### src/rtl/lcd_raster_pkg.sv
package lcd_raster_pkg;
  parameter int unsigned HCW = 13;  // line slot counter width
  parameter int unsigned VCW = 12;  // frame line counter width
  parameter int unsigned PW  = 11;  // coordinate width
  parameter int unsigned ABW = 8;   // ac-bias line count width
  parameter int unsigned AIW = 4;   // ac-bias irq count width

  typedef struct packed {
    logic [HCW-1:0] h_sync;
    logic [HCW-1:0] h_back;
    logic [HCW-1:0] h_act;
    logic [HCW-1:0] h_front;
    logic [VCW-1:0] v_sync;
    logic [VCW-1:0] v_back;
    logic [VCW-1:0] v_act;
    logic [VCW-1:0] v_front;
    logic           inv_hs;
    logic           inv_vs;
    logic           inv_de;
    logic           pclk_fall;
    logic           sync_fall;
    logic [ABW-1:0] acb_lines;
    logic [AIW-1:0] acb_every;
  } raster_cfg_t;
endpackage

### src/rtl/lcd_axis_ctr.sv
module lcd_axis_ctr #(
  parameter int unsigned W  = 13,
  parameter int unsigned PW = 11
) (
  input  logic          clk_i,
  input  logic          rst_ni,
  input  logic          clr_i,
  input  logic          step_i,
  input  logic [W-1:0]  sync_i,
  input  logic [W-1:0]  back_i,
  input  logic [W-1:0]  act_i,
  input  logic [W-1:0]  front_i,
  output logic [W-1:0]  cnt_o,
  output logic          last_o,
  output logic          in_sync_o,
  output logic          in_act_o,
  output logic [PW-1:0] pos_o
);
  logic [W-1:0] cnt_q, act_start, act_end, total_m1, rel;

  assign act_start = sync_i + back_i;
  assign act_end   = act_start + act_i;
  assign total_m1  = act_end + front_i - W'(1);
  assign rel       = cnt_q - act_start;

  assign cnt_o     = cnt_q;
  assign last_o    = (cnt_q == total_m1);
  assign in_sync_o = (cnt_q < sync_i);
  assign in_act_o  = (cnt_q >= act_start) && (cnt_q < act_end);
  assign pos_o     = in_act_o ? rel[PW-1:0] : '0;

  always_ff @(posedge clk_i or negedge rst_ni) begin
    if (!rst_ni)      cnt_q <= '0;
    else if (clr_i)   cnt_q <= '0;
    else if (step_i)  cnt_q <= last_o ? '0 : cnt_q + W'(1);
  end

  // position never runs past the configured total
  assert_cnt_in_range_R1: assert property (@(posedge clk_i) disable iff (!rst_ni)
    cnt_q <= total_m1);
endmodule

### src/rtl/lcd_acb_gen.sv
module lcd_acb_gen #(
  parameter int unsigned ABW = 8,
  parameter int unsigned AIW = 4
) (
  input  logic           clk_i,
  input  logic           rst_ni,
  input  logic           clr_i,
  input  logic           line_i,
  input  logic [ABW-1:0] lines_i,
  input  logic [AIW-1:0] every_i,
  output logic           acb_o,
  output logic           irq_o
);
  logic [ABW-1:0] line_q;
  logic [AIW-1:0] tog_q;
  logic           acb_q, irq_q;

  always_ff @(posedge clk_i or negedge rst_ni) begin
    if (!rst_ni) begin
      line_q <= '0; tog_q <= '0; acb_q <= 1'b0; irq_q <= 1'b0;
    end else if (clr_i) begin
      line_q <= '0; tog_q <= '0; acb_q <= 1'b0; irq_q <= 1'b0;
    end else begin
      irq_q <= 1'b0;
      if (line_i && lines_i != '0) begin
        if (line_q >= lines_i - ABW'(1)) begin
          line_q <= '0;
          acb_q  <= ~acb_q;
          if (every_i != '0) begin
            if (tog_q >= every_i - AIW'(1)) begin
              tog_q <= '0;
              irq_q <= 1'b1;
            end else begin
              tog_q <= tog_q + AIW'(1);
            end
          end
        end else begin
          line_q <= line_q + ABW'(1);
        end
      end
    end
  end

  assign acb_o = acb_q;
  assign irq_o = irq_q;

  // interrupt only ever accompanies a toggle
  assert_irq_on_toggle_R9: assert property (@(posedge clk_i) disable iff (!rst_ni)
    irq_o |-> (acb_o != $past(acb_o)));
endmodule

### src/rtl/lcd_raster_timing.sv
module lcd_raster_timing
  import lcd_raster_pkg::*;
(
  input  logic        clk_i,
  input  logic        rst_ni,
  input  logic        raster_en_i,
  input  logic        pix_en_i,
  input  logic [5:0]  hact_lo_i,
  input  logic        hact_hi_i,
  input  logic [5:0]  hsw_lo_i,
  input  logic [3:0]  hsw_hi_i,
  input  logic [7:0]  hbp_lo_i,
  input  logic [1:0]  hbp_hi_i,
  input  logic [7:0]  hfp_lo_i,
  input  logic [1:0]  hfp_hi_i,
  input  logic [9:0]  vact_lo_i,
  input  logic        vact_hi_i,
  input  logic [5:0]  vsw_i,
  input  logic [7:0]  vbp_i,
  input  logic [7:0]  vfp_i,
  input  logic        hs_inv_i,
  input  logic        vs_inv_i,
  input  logic        de_inv_i,
  input  logic        pclk_inv_i,
  input  logic        sync_edge_ctl_i,
  input  logic        sync_edge_fall_i,
  input  logic [7:0]  acb_lines_i,
  input  logic [3:0]  acb_irq_every_i,
  output logic        hsync_o,
  output logic        vsync_o,
  output logic        de_o,
  output logic        pix_valid_o,
  output logic [10:0] x_o,
  output logic [10:0] y_o,
  output logic        eol_o,
  output logic        eof_o,
  output logic        acb_o,
  output logic        acb_irq_o,
  output logic        pclk_fall_o,
  output logic        sync_fall_o
);
  raster_cfg_t    cfg_d, cfg_q;
  logic           run_q, eol_q, eof_q;
  logic           h_step, v_step, frame_end, load_cfg, de_int;
  logic [HCW-1:0] h_cnt;
  logic [VCW-1:0] v_cnt;
  logic           h_last, h_sync, h_act;
  logic           v_last, v_sync, v_act;
  logic [PW-1:0]  h_pos, v_pos;

  // field decode: minus-one counts, split fields, width in units of 16
  always_comb begin
    cfg_d           = '0;
    cfg_d.h_sync    = HCW'({hsw_hi_i, hsw_lo_i}) + HCW'(1);
    cfg_d.h_back    = HCW'({hbp_hi_i, hbp_lo_i}) + HCW'(1);
    cfg_d.h_act     = (HCW'({hact_hi_i, hact_lo_i}) + HCW'(1)) << 4;
    cfg_d.h_front   = HCW'({hfp_hi_i, hfp_lo_i}) + HCW'(1);
    cfg_d.v_sync    = VCW'(vsw_i) + VCW'(1);
    cfg_d.v_back    = VCW'(vbp_i);
    cfg_d.v_act     = VCW'({vact_hi_i, vact_lo_i}) + VCW'(1);
    cfg_d.v_front   = VCW'(vfp_i);
    cfg_d.inv_hs    = hs_inv_i;
    cfg_d.inv_vs    = vs_inv_i;
    cfg_d.inv_de    = de_inv_i;
    cfg_d.pclk_fall = pclk_inv_i;
    cfg_d.sync_fall = sync_edge_ctl_i & sync_edge_fall_i;
    cfg_d.acb_lines = acb_lines_i;
    cfg_d.acb_every = acb_irq_every_i;
  end

  assign h_step    = run_q & pix_en_i;
  assign v_step    = h_step & h_last;
  assign frame_end = v_step & v_last;
  assign load_cfg  = ~run_q | frame_end;

  always_ff @(posedge clk_i or negedge rst_ni) begin
    if (!rst_ni) begin
      cfg_q <= '0;
      run_q <= 1'b0;
      eol_q <= 1'b0;
      eof_q <= 1'b0;
    end else begin
      if (load_cfg) cfg_q <= cfg_d;
      run_q <= raster_en_i;
      eol_q <= v_step;
      eof_q <= frame_end;
    end
  end

  lcd_axis_ctr #(.W(HCW), .PW(PW)) u_hctr (
    .clk_i, .rst_ni, .clr_i(~raster_en_i), .step_i(h_step),
    .sync_i(cfg_q.h_sync), .back_i(cfg_q.h_back), .act_i(cfg_q.h_act), .front_i(cfg_q.h_front),
    .cnt_o(h_cnt), .last_o(h_last), .in_sync_o(h_sync), .in_act_o(h_act), .pos_o(h_pos)
  );

  lcd_axis_ctr #(.W(VCW), .PW(PW)) u_vctr (
    .clk_i, .rst_ni, .clr_i(~raster_en_i), .step_i(v_step),
    .sync_i(cfg_q.v_sync), .back_i(cfg_q.v_back), .act_i(cfg_q.v_act), .front_i(cfg_q.v_front),
    .cnt_o(v_cnt), .last_o(v_last), .in_sync_o(v_sync), .in_act_o(v_act), .pos_o(v_pos)
  );

  lcd_acb_gen #(.ABW(ABW), .AIW(AIW)) u_acb (
    .clk_i, .rst_ni, .clr_i(~raster_en_i), .line_i(v_step),
    .lines_i(cfg_q.acb_lines), .every_i(cfg_q.acb_every),
    .acb_o(acb_o), .irq_o(acb_irq_o)
  );

  assign de_int      = run_q & h_act & v_act;
  assign hsync_o     = cfg_q.inv_hs ^ (run_q & h_sync);
  assign vsync_o     = cfg_q.inv_vs ^ (run_q & v_sync);
  assign de_o        = cfg_q.inv_de ^ de_int;
  assign pix_valid_o = de_int & pix_en_i;
  assign x_o         = de_int ? h_pos : '0;
  assign y_o         = de_int ? v_pos : '0;
  assign eol_o       = eol_q;
  assign eof_o       = eof_q;
  assign pclk_fall_o = cfg_q.pclk_fall;
  assign sync_fall_o = cfg_q.sync_fall;

  // stopped raster parks both counters at zero
  assert_idle_zero_R6: assert property (@(posedge clk_i) disable iff (!rst_ni)
    !run_q |-> (h_cnt == '0 && v_cnt == '0));
  // frame pulse always rides on a line pulse
  assert_eof_with_eol_R8: assert property (@(posedge clk_i) disable iff (!rst_ni)
    eof_o |-> eol_o);
  // line pulse lasts one cycle
  assert_eol_single_R8: assert property (@(posedge clk_i) disable iff (!rst_ni)
    eol_o |=> !eol_o);
  // strobe only inside data enable, column inside active width
  assert_pv_in_de_R3: assert property (@(posedge clk_i) disable iff (!rst_ni)
    pix_valid_o |-> (de_o != cfg_q.inv_de) && (HCW'(x_o) < cfg_q.h_act));
  // shadow holds while running except across a frame end
  assert_cfg_stable_R7: assert property (@(posedge clk_i) disable iff (!rst_ni)
    ($past(run_q) && !$past(frame_end)) |-> (cfg_q == $past(cfg_q)));
endmodule

### config.mk
export PLATFORM = sky130hd
export DESIGN_NAME = lcd_raster_timing
export DESIGN_NICKNAME = d
export VERILOG_FILES = /design/src/rtl/lcd_raster_pkg.sv /design/src/rtl/lcd_axis_ctr.sv /design/src/rtl/lcd_acb_gen.sv /design/src/rtl/lcd_raster_timing.sv
export SDC_FILE = /design/constraint.sdc
export NUM_CORES = 1
export LEC_CHECK = 0
export BUFFER_PORTS_ARGS = -buffer_cell sky130_fd_sc_hd__buf_2
export CAP_MARGIN = 15
export CORE_ASPECT_RATIO = 1.75
export CORE_MARGIN = 5
export CORE_UTILIZATION = 55
export DETAILED_ROUTE_END_ITERATION = 10
export PLACE_DENSITY = 0.87
export SKIP_LAST_GASP = 1
export SLEW_MARGIN = 20
export SYNTH_ARGS = -nofsm -noshare
export SYNTH_HDL_FRONTEND = slang
export SYNTH_SLANG_ARGS = --single-unit
### constraint.sdc
create_clock -name clk_i -period 6.7 [get_ports clk_i]
set_input_delay 0.67 -clock clk_i [delete_from_list [all_inputs] [get_ports clk_i]]
set_output_delay 0.67 -clock clk_i [all_outputs]
set_load 0.02 [all_outputs]
# After elaboration in Yosys (flattened, before gate mapping)
# Cells that the tools add are included.
[op_classes]
n_addsub = 22
magnitude_cmp = 8
n_eq_ne = 7
mux = 26
n_bitwise = 15
n_reduce_logical = 7
[ops]
columns = ["cell", "n"]
rows = [
  ["11-bit 2-to-1 mux", 4],
  ["13-bit adder", 3],
  ["13-bit 2-to-1 mux", 3],
  ["12-bit 2-to-1 mux", 3],
  ["10-bit by 1-bit adder with 11-bit output (second input constant)", 3],
  ["13-bit less-than comparator", 2],
  ["12-bit by 8-bit adder with 12-bit output", 2],
  ["12-bit less-than comparator", 2],
  ["8-bit 2-to-1 mux", 3],
  ["11-bit subtractor", 2],
  ["4-bit 2-to-1 mux", 5],
  ["13-bit by 1-bit adder with 13-bit output (second input constant)", 1],
  ["13-bit == test", 1],
  ["13-bit >= comparator", 1],
  ["13-bit by 1-bit subtractor with 13-bit output (second input constant)", 1],
  ["11-bit by 1-bit adder with 12-bit output (second input constant)", 1],
  ["12-bit by 1-bit adder with 12-bit output (second input constant)", 1],
  ["12-bit adder", 1],
  ["12-bit == test", 1],
  ["12-bit >= comparator", 1],
  ["12-bit by 1-bit subtractor with 12-bit output (second input constant)", 1],
  ["2-bit by 1-bit inequality test with 1-bit output (second input constant)", 5],
  ["1-bit bitwise AND", 9],
  ["7-bit by 1-bit adder with 8-bit output (second input constant)", 1],
  ["16 further kinds", 28],
]
[word_totals]
regBits = 147
inputBits = 92
output_inout_bits = 32
wordCells = 109

# Logic depth before layout (Yosys ltp)
[logic_depth]
word_depth = 9
depth_mapped = 32
depth_no_buf = 29

# Cells and area by module
# A second synthesis with hierarchy kept.
[hier_totals]
hier_cells = 1567
hier_area_um2 = 13392.8
[by_module_without_submodules]
columns = ["module", "n_inst", "cells_per_inst", "area_per_inst_um2", "seq_area_each_um2"]
rows = [
  ["lcd_raster_timing", 1, 429, 4608.2, 2402.3],
  ["lcd_axis_ctr (u_hctr)", 1, 503, 3823.7, 325.3],
  ["lcd_axis_ctr (u_vctr)", 1, 488, 3669.8, 300.3],
  ["lcd_acb_gen", 1, 147, 1291.2, 350.3],
]

# Least setup slack after synthesis
# OpenSTA, ideal clock, no wires.
[synth_timing]
path_type = "register to register"
from = "register cfg_q[104] in the netlist's numbering"
to = "register cfg_q[11] in the netlist's numbering"
setup_time_ns = 0.127
arrival_ns = 6.373
t_required_ns = 6.573
slack_ns = 0.200
path_stages_with_launch = 28
path_buffers = 2
synth_period_minus_slack_ns = 6.500
path_cell_list = "dfrtp_1 -> ha_1 -> inv_1 -> fa_1 -> nor2b_1 -> o21ai_0 -> a21boi_0 -> o21ai_0 -> a21boi_0 -> o21ai_0 -> a21boi_0 -> mux2_2 -> or2_2 -> ha_1 -> xor2_1 -> ha_1 -> inv_1 -> ha_1 -> xnor2_1 -> nor2b_1 -> or4_1 -> a2111oi_2 -> o2111ai_1 -> nand4bb_4 -> o41ai_4 -> buf_6 -> buf_6 -> mux2_1"
[synth_between]
elab_chain_cells = 8
[synth_lines]
columns = ["item", "line", "source"]
rows = [
  ["from (decl)", "lcd_raster_timing.sv:42", "raster_cfg_t cfg_d, cfg_q;"],
  ["from (signal assigned)", "lcd_raster_timing.sv:83", "if (load_cfg) cfg_q <= cfg_d;"],
  ["13-bit adder", "lcd_axis_ctr.sv:21", "assign act_start = sync_i + back_i;"],
  ["13-bit adder", "lcd_axis_ctr.sv:22", "assign act_end = act_start + act_i;"],
  ["13-bit adder", "lcd_axis_ctr.sv:23", "assign total_m1 = act_end + front_i - W'(1);"],
  ["13-bit by 1-bit subtractor with 13-bit output", "lcd_axis_ctr.sv:23", ""],
  ["13-bit == test", "lcd_axis_ctr.sv:27", "assign last_o = (cnt_q == total_m1);"],
  ["1-bit bitwise AND", "lcd_raster_timing.sv:72", "assign v_step = h_step & h_last;"],
  ["1-bit bitwise AND", "lcd_raster_timing.sv:73", "assign frame_end = v_step & v_last;"],
  ["1-bit bitwise OR", "lcd_raster_timing.sv:74", "assign load_cfg = ~run_q | frame_end;"],
]
# No other way between the ends.
# A chain may end at the register's enable or synchronous reset.

# Worst setup path in the final report
[layout_timing]
from = "register cfg_q[104] in the netlist's numbering"
to = "output y_o[6]"
[layout_between]
elab_chain_cells = 7
elab_cells_between_ends = 8
cone_classes = "add/sub (2); order compare (2); mux (1); bitwise (2); reduce/logical (1)"
[layout_lines]
columns = ["item", "line", "source"]
rows = [
  ["13-bit adder *", "lcd_axis_ctr.sv:21", ""],
  ["13-bit adder", "lcd_axis_ctr.sv:22", ""],
  ["13-bit less-than comparator", "lcd_axis_ctr.sv:29", "assign in_act_o = (cnt_q >= act_start) && (cnt_q < act_end);"],
  ["1-bit logical AND *", "lcd_axis_ctr.sv:29", ""],
  ["1-bit bitwise AND * (2 in a row)", "lcd_raster_timing.sv:108", "assign de_int = run_q & h_act & v_act;"],
  ["11-bit 2-to-1 mux *", "lcd_raster_timing.sv:114", "assign y_o = de_int ? v_pos : '0;"],
  ["to (decl)", "lcd_raster_timing.sv:34", "output logic [10:0] y_o,"],
]
# Mark *: on every way between the ends. The rest lies on a longest branch, timed or not.

==> run_results.csv <==
group,metric,value,unit
place,numPlacedInstances,1815,
sta,hold_ws,0.276,ns
setup_path,criticalPathCategory,"reg2out",
sta,hold_viol,0,
setup_path,crit_top_cell,"o21ai_2",
yosys,synth-compound-area-share,16.9,%
cells_and_area,drive_gt1_share,19.6,%
routing,drtPass1Iterations,5,
sta,slew_headroom,46.0,%
cells_and_area,final_nets,1821,
routing,drt_iter0_markers,969,
setup_path,cp.arrival,6.18,ns
die,core,0.0214,mm^2
cells_and_area,most-common-layout-cells,"ha_1, inv_1, dfrtp_1, nand2_1, buf_2",
routing,viasPerCell,6.09,
setup_path,startpoint,"cfg_q[104]",
routing,drc,0,
cells_and_area,final_common_cell,"ha_1",
clock_tree,clockRootBuffer,"clkbuf_16",
die,die_w,121,um
sta,worst_pin_slew,0.810,ns
setup_path,rr_startpoint,"cfg_q[104]",
grt,grt_pass1_wl,53700,um
sta,max_freq,146,MHz
clock_tree,numCtsBuffers,17,
yosys,synth_cell_types,68,
yosys,ys.flop_type,"dfrtp_1",
routing,wire_per_inst,19.0,um
clock_tree,path_clk_slew,0.06,ns
die,initial_core_util,55.5,%
clock_tree,ctsHoldBuffers,0,
sta,rsz0062_at_grt,"yes",
power_and_ir_drop,p_per_area,360,mW/mm^2
yosys,synth_cells,1398,
routing,wl,35600,um
setup_path,cp-start-kind,"register",
status,status,"finished, violations left",
sta,setup-violations-final,24,
cells_and_area,area_growth,20.4,%
power_and_ir_drop,p_leak,6.91,nW
yosys,syn_nets,1654,
clock_tree,cts_tree,"built",
status,violations,"negative setup slack",
place,port-buffer-count,123,
setup_path,rr_worst_depth,30,
setup_path,path_depth,27,
yosys,synthXorXnorAreaFrac,9.55,%
die,die_h,205,um
yosys,synth_top_area_share,28.4,%
yosys,synth-adder-area-share,17.8,%
yosys,synth_area_leader_cell,"dfrtp_1",
yosys,synth_area_per_cell,8.51,um^2
grt,grt_pass1_vias,11465,
setup_path,critPathTopFamily,"compound AO/OA/AOI/OAI gates",
sta,drv_slew,0,
grt,track_usage,27.0,%
cells_and_area,multi_input_area,0.00814,mm^2
flow_run,drv_cap,0,
sta,fin_ws,-0.147,ns
place,dp_hpwl,24600,um
grt,grt-ovfl-total,0,
die,rows,71,
yosys,synth_edf_count,0,
cells_and_area,antenna_cells,0,
yosys,muxShareOfSynthArea,2.50,%
routing,vias,11389,
yosys,synth_area_leaders,"dfrtp_1, ha_1, xnor2_1",
setup_path,critPathCapture,"y_o[6]",
cells_and_area,fill_cells,1578,
yosys,yosys.area_share.simple,18.7,%
sta,period_share,102,%
die,die_area,0.0248,mm^2
grt,grt_max_degree,84,
sta,worst_clock_skew,0.0139,ns
yosys,synth_seq_cells,135,
setup_path,endpoint_kind,"primary output",
clock_tree,clock_sinks,135,
yosys,synth_top_family_by_area,"simple AND/OR/NAND/NOR gates",
yosys,ys_seq_area_share,28.4,%
sta,period_needed,6.85,ns
yosys,synth_warnings,0,
routing,ant_nets,0,
grt,antenna_found_initial,0,
setup_path,critPathBufInv,4,
clock_tree,clock_latency,0.45,ns
setup_path,worstReg2RegEnd,"cfg_q[10]",
clock_tree,htree_levels,4,
setup_path,worst_ep_required_time,6.03,ns
setup_path,crit_slowest_cell,"fa_2",
hold_path,hold_path.class,"in2async",
cells_and_area,seqCellArea,0.00338,mm^2
yosys,async_reset_ff_share,100,%
setup_path,max_stage_delay,0.41,ns
die,io_pins,124,
place,gp_congestion,0.912,
cells_and_area,layoutNonFillerInstCount,1870,
setup_path,crit_path_max_fanout,4,
clock_tree,cts.path.max_buffers,2,
power_and_ir_drop,ir_drop,247,uV
yosys,syn_area,0.0119,mm^2
setup_path,r2r_slack,0.08,ns
## area by class of cell
class / count / area share, %
repair buffers: 188 / 9.19
multi-input cells: 1083 / 56.8
flip-flops and latches: 135 / 23.6
clock inverters: 15 / 1.19
inverters: 140 / 3.67
clock buffers: 17 / 2.97
well taps: 292 / 2.55
## worst min path at each step
stage | start | end | cells past startpoint
6_report | rst_ni | cfg_q[6] | 1
2_1_floorplan | rst_ni | cfg_q[0] | 0
4_1_cts | rst_ni | cfg_q[6] | 1
3_5_place_dp | pclk_fall_o | pclk_fall_o | 1
3_3_place_gp | pclk_fall_o | pclk_fall_o | 1
5_1_grt | rst_ni | cfg_q[6] | 1
## layer usage
layer	vias up	wire length (um)	track usage (%)
met4	0	2880	17.9
li1	5268	-	-
met2	523	18400	50.6
met5	-	0	0
met1	5392	12300	27.1
met3	206	1970	3.70
## metrics by stage
step           total power [mW]  TNS, ns  cell area (um^2)  setup slack, ns  utilization [%]
2_1_floorplan              3.16        0             11900            0.200                -
3_3_place_gp               3.84   -12.09             13000           -0.288             60.7
3_5_place_dp               3.92   -41.73             13000           -0.500             60.7
4_1_cts                    4.97  -0.0234             13800         -0.00516             64.6
5_1_grt                    5.54   -17.86             14300           -0.312             66.9
6_report                   5.15    -1.56             14300           -0.147             66.9
## Yosys cell counts (all sizes together) (5+ instances only)
| cell type | instances |
|---|---|
| fa | 8 |
| xnor2 | 73 |
| buf | 22 |
| nand3 | 70 |
| ha | 156 |
| nand2 | 113 |
| mux2 | 22 |
| nor4 | 11 |
| or3 | 5 |
| dfrtp | 135 |
| inv | 140 |
| or2 | 12 |
| a31oi | 9 |
| nand4 | 16 |
| o21a | 9 |
| a21boi | 8 |
| a21o | 34 |
| xor2 | 49 |
| a21oi | 83 |
| nor2 | 99 |
| and3 | 33 |
| o31ai | 8 |
| o211ai | 15 |
| nor3 | 29 |
| nand2b | 12 |
| nor2b | 19 |
| a211oi | 5 |
| mux2i | 5 |
| o21ai | 98 |
| o21bai | 9 |
| o2111ai | 12 |
| clkbuf | 18 |
| nand3b | 11 |
## registers in the layout, summed over array words and instances (netlist names), 4 cells and up
signal        cells
cfg_q            91
u_hctr.cnt_o     13
u_vctr.cnt_o     12
u_acb.line_q      8
u_acb.tog_q       4
## repair_timing
item,CTS,global route
resized for setup,47,86
endpoints found under the setup margin,147,131
endpoints found under the hold margin,0,0
cloned,1,2
pin swaps,16,39
setup buffers,9,12
## power by group
group	leakage, nW	total, mW	switching, mW	internal [mW]
registers	1.69	0.914	0.0448	0.869
logic	4.94	3.27	1.87	1.41
clock network	0.287	0.962	0.406	0.556
## kinds of logic (layout without fill, tap and decap cells)
kind of cell	Yosys count	after routing
flops	135	135
compound gates	319	319
simple gates	447	447
buf+inv	180	360
fa+ha+maj	165	165
mux	27	27
xor+xnor	125	125
(Power assumes the default switching activity.)
